### src/rtl/dbgseq_pkg.sv
package dbgseq_pkg;
  localparam int CODE_W  = 4;
  localparam int NUM_CH  = 3;
  localparam int NUM_INT = 3;
  localparam int SEL_W   = 2;

  typedef enum logic [1:0] {
    ST_ONE   = 2'd0,
    ST_TWO   = 2'd1,
    ST_THREE = 2'd2,
    ST_FIN   = 2'd3
  } seq_st_t;

  typedef struct packed {
    logic    hit;
    seq_st_t dest;
  } step_t;

  // Destination of one channel under one control code.
  function automatic step_t code_step(input logic [CODE_W-1:0] code, input int ch);
    step_t s;
    s = '{hit: 1'b0, dest: ST_ONE};
    unique case (code)
      4'b0000: s = '{1'b1, ST_FIN};
      4'b0001: if (ch == 1) s = '{1'b1, ST_TWO};
               else if (ch == 2) s = '{1'b1, ST_FIN};
      4'b0011: if (ch == 0) s = '{1'b1, ST_THREE};
               else if (ch == 1) s = '{1'b1, ST_FIN};
      4'b0100: if (ch == 1) s = '{1'b1, ST_TWO};
      4'b0110: if (ch != 2) s = '{1'b1, ST_TWO};
      4'b1100: if (ch == 0) s = '{1'b1, ST_FIN};
               else if (ch == 2) s = '{1'b1, ST_THREE};
      4'b1110: if (ch == 0) s = '{1'b1, ST_TWO};
               else if (ch == 2) s = '{1'b1, ST_FIN};
      default: s = '{1'b0, ST_ONE};
    endcase
    return s;
  endfunction
endpackage

### src/rtl/dbgseq_code_regs.sv
module dbgseq_code_regs
  import dbgseq_pkg::*;
#(
  parameter int N = NUM_INT,
  parameter int W = CODE_W,
  parameter int SW = SEL_W,
  parameter logic [W-1:0] RST_CODE = '1
) (
  input  logic              clk,
  input  logic              rst,
  input  logic              wr_en,
  input  logic [SW-1:0]     wr_sel,
  input  logic [W-1:0]      wr_data,
  output logic [N-1:0][W-1:0] codes
);
  for (genvar g = 0; g < N; g++) begin : g_reg
    always_ff @(posedge clk) begin
      if (rst)
        codes[g] <= RST_CODE;
      else if (wr_en && (int'(wr_sel) == g))
        codes[g] <= wr_data;
    end
  end
endmodule

### src/rtl/dbgseq_pick.sv
module dbgseq_pick
  import dbgseq_pkg::*;
#(
  parameter int NCH = NUM_CH
) (
  input  logic [CODE_W-1:0] code,
  input  logic [NCH-1:0]    match,
  input  logic              range_en,
  output step_t             pick
);
  logic [NCH-1:0] eff;
  step_t          per_ch [NCH];

  always_comb begin
    eff = match;
    if (range_en) eff[1] = 1'b0;
  end

  for (genvar g = 0; g < NCH; g++) begin : g_dec
    assign per_ch[g] = code_step(code, g);
  end

  always_comb begin
    pick = '{1'b0, ST_ONE};
    for (int i = NCH - 1; i >= 0; i--) begin
      if (eff[i] && per_ch[i].hit) pick = per_ch[i];
    end
  end
endmodule

### src/rtl/dbgseq_top.sv
module dbgseq_top
  import dbgseq_pkg::*;
(
  input  logic              clk,
  input  logic              rst,
  input  logic              wr_en,
  input  logic [SEL_W-1:0]  wr_sel,
  input  logic [CODE_W-1:0] wr_data,
  input  logic              arm,
  input  logic              range_en,
  input  logic [NUM_CH-1:0] match,
  output logic [1:0]        state_o,
  output logic              trig
);
  logic [NUM_INT-1:0][CODE_W-1:0] codes;
  logic [CODE_W-1:0] cur_code;
  step_t   pick;
  seq_st_t state_q, state_d;

  dbgseq_code_regs u_regs (
    .clk(clk), .rst(rst), .wr_en(wr_en), .wr_sel(wr_sel),
    .wr_data(wr_data), .codes(codes)
  );

  always_comb begin
    case (state_q)
      ST_ONE:   cur_code = codes[0];
      ST_TWO:   cur_code = codes[1];
      ST_THREE: cur_code = codes[2];
      default:  cur_code = '1;
    endcase
  end

  dbgseq_pick u_pick (
    .code(cur_code), .match(match), .range_en(range_en), .pick(pick)
  );

  always_comb begin
    state_d = state_q;
    if (!arm)
      state_d = ST_ONE;
    else if (state_q != ST_FIN && pick.hit)
      state_d = pick.dest;
  end

  always_ff @(posedge clk) begin
    if (rst) begin
      state_q <= ST_ONE;
      trig    <= 1'b0;
    end else begin
      state_q <= state_d;
      trig    <= arm && (state_d == ST_FIN);
    end
  end

  assign state_o = state_q;
endmodule

### config.mk
export PLATFORM = sky130hd
export DESIGN_NAME = dbgseq_top
export DESIGN_NICKNAME = d
export VERILOG_FILES = /design/src/rtl/dbgseq_pkg.sv /design/src/rtl/dbgseq_code_regs.sv /design/src/rtl/dbgseq_pick.sv /design/src/rtl/dbgseq_top.sv
export SDC_FILE = /design/constraint.sdc
export NUM_CORES = 1
export LEC_CHECK = 0
export BUFFER_PORTS_ARGS = -buffer_cell sky130_fd_sc_hd__buf_2
export CORE_MARGIN = 2
export CORE_UTILIZATION = 55
export CTS_CLUSTER_SIZE = 30
export DETAILED_ROUTE_END_ITERATION = 7
export PLACE_DENSITY = 0.83
export SYNTH_ARGS = -nofsm -noshare
export SYNTH_HDL_FRONTEND = slang
export SYNTH_SLANG_ARGS = --single-unit
export TNS_END_PERCENT = 20
### constraint.sdc
create_clock -name clk -period 4.6 [get_ports clk]
set_input_delay 0.46 -clock clk [delete_from_list [all_inputs] [get_ports clk]]
set_output_delay 0.46 -clock clk [all_outputs]
set_load 0.05 [all_outputs]
==> flow_summary.yaml <==
floorplan:
  die_area_mm2: 0.00182
  num_rows: 13
  die_w_um: 42.6
  start_util_pct: 60.8
  ios: 17
  core-area_mm2: 0.00135
  die_h_um: 42.6
global_routing:
  grt.overflow.total: 0
  antenna_found_initial: 0
  grt_use_total_pct: 21.1
  top_usage_layer: "met2"
  grt_pass1_wl_mm: 2.98
  grt_start_max_net_pins: 15
  grt_util_met2_pct: 34.5
  met1_usage_pct: 26.6
  grt_pass1_vias: 709
  gr-usage-met3_pct: 3.45
finish:
  fill_cells: 123
  fin_cells: 119
  area_growth_syn_to_layout_pct: 11.6
  layout.nets: 119
  final_common_cell: "buf_2"
  final_cell_mix: "16 x buf_2, 15 x dfxtp_1, 12 x a211o_1, 9 x nor2_1, 5 x inv_1"
  drive_gt1_share_pct: 26.9
  diodes: 0
yosys:
  synth_adder_area_share_pct: 0
  synth-compound-area-share_pct: 30.0
  synthSimpleGateAreaFrac_pct: 20.4
  yosysWarnings: 0
  synth_fp_nets: 102
  synth_top_family_by_area: "compound AO/OA/AOI/OAI gates"
  netlist_area_um2: 821
  syn-instance-count: 88
  yosysTopAreaCellShare_pct: 36.6
  synth-xor-area-share_pct: 0
  synth_area_leaders: "dfxtp_1 37%, a211o_1 13%, mux2_4 5.5%, nor2_1 4.1%, nor2b_1 3.0%"
  synth_area_per_cell_um2: 9.33
  synth_mux_area_share_pct: 6.86
  ys_seq_area_share_pct: 36.6
  yosys.area.top_type: "dfxtp_1"
  ys_ff_latch: 15
  synth_cell_types: 29
critical_path:
  crit_type: "reg -> reg"
  cp-start-kind: "flip-flop"
  cp.required_ns: 4.80
  cp_max_fo: 12
  endpoint_kind: "flip-flop"
  crit_arrival_ns: 2.29
sta:
  finalSetupTns_ns: 0
  tightest_slew_ns: 0.929
  setup_viol: 0
  final_max_slew_viol_count: 0
  finClkSkew_ns: 0.00430
  timing.final.crit_share_pct: 45.3
  rsz0062_at_grt: "false"
  hold_viol: 0
  max_freq_ghz: 0.480
  final.min_clock_period_ns: 2.08
  max_slew_margin_pct: 38.0
drt:
  drt_pass1_iterations: 4
  vias: 762
  routed_wl_mm: 1.72
  drc: 0
  first_iter_violations: 42
  drtAntennaViolNets: 0
  wl_per_cell_um: 14.5
  viasPerCell: 6.40
pwr:
  peakVddDrop_v: 0.000162
  power_density_mw_per_mm2: 288
  leakage_nw: 0.353
clock_network:
  cts_tree: "done"
  postCtsSetupRepairBufs: 0
  cts_buffers: 3
  clk_latency_ns: 0.29
  cts_root_buf: "clkbuf_4"
  clock_path_buffers: 2
  clkSinkCount: 15
  clkSlewWorstSetupHoldPaths_ns: 0.10
  htreeDepth: 1
  ctsResizeCount: 0
  postCtsHoldBufs: 0
placed_design:
  place.gp.congestion: 0.878
  place.port_buffers: 16
  dp_hpwl_mm: 1.29
  dpl.cell_count: 115
status:
  status: "finished, final reports clean"
min_path:
  hold_path.class: "in -> reg"
run:
  max_cap_violations: 0
[where the power goes]
part	switching [W]	leakage (nW)	total (W)	internal, W
Combinational	0.0000233	0.213	0.0000434	0.0000201
Clock	0.0000464	0.0177	0.0000787	0.0000323
Sequential	0.00000535	0.123	0.000141	0.000136
[registers in the layout (all words and copies together) (netlist names)]
| signal | flops |
|---|---|
| state_o | 2 |
| trig | 1 |
| u_regs.codes | 12 |
[layout make-up]
type / instances / area, um2 / share of cell area, %
Clock buffer: 3 / 22.5 / 2.46
Tap cell: 15 / 18.8 / 2.05
Inverter: 5 / 18.8 / 2.05
Sequential cell: 15 / 300 / 32.8
Multi-Input combinational cell: 64 / 470 / 51.4
Timing Repair Buffer: 16 / 80.1 / 8.74
Clock inverter: 1 / 5.00 / 0.546
[cells in the mapped netlist, drive strengths merged]
cell	count
mux2	4
nand2b	1
a211oi	2
and3	1
dfxtp	15
buf	4
or4	1
nor3b	2
nand4	1
o31ai	1
a21oi	2
inv	5
o22a	4
a311oi	1
nor2	9
nand2	3
o311ai	1
nor3	2
a211o	12
o22ai	4
nor2b	4
nand3b	3
o21ai	3
nor4	3
[kinds of logic (layout without fill, tap and decap cells)]
| logic type | Yosys count | count (layout) |
|---|---|---|
| muxes | 4 | 4 |
| buffers and inverters | 9 | 25 |
| and+or+nand+nor | 30 | 30 |
| DFF | 15 | 15 |
| AOI/OAI and AO/OA | 30 | 30 |
[routing by layer]
| layer | routed length (um) | vias up | share of wire [%] |
|---|---|---|---|
| met4 | 36 | 0 | 2.1 |
| met1 | 798 | 353 | 46 |
| met5 | 0 | - | 0 |
| met3 | 106 | 6 | 6.2 |
| li1 | - | 369 | - |
| met2 | 780 | 34 | 45 |
[through the flow]
stage               setup slack [ns]  power [W]  cell area, um2  util, %  hold slack, ns
CTS                             2.51   0.000264             916     67.8           0.381
detailed placement              2.52   0.000187             888     65.8           0.454
global placement                2.60   0.000186             888     65.8           0.450
global route                    2.23   0.000274             916     67.8           0.386
finish                          2.52   0.000264             916     67.8           0.382
floorplan                       2.42   0.000175             821        -           0.430
[worst max-delay path: stages, from the launching register on]
cell,delay (ns)
dfxtp_1,0.57
nand2b_1,0.27
o22a_1,0.34
nor3b_1,0.25
o21ai_0,0.13
and3_4,0.21
a311oi_2,0.25
[path summary, 6_finish.rpt]
path	from	endpoint	slack, ns	cells after the start
worst max-delay path	state_o[1]	state_o[1]	2.52	6
worst min-delay path	wr_data[2]	u_regs.codes[2]	0.38	2
worst max register to register	state_o[1]	state_o[1]	2.52	6
worst min register to register	u_regs.codes[5]	u_regs.codes[5]	0.48	1
Power figures use the tool's default switching activity.
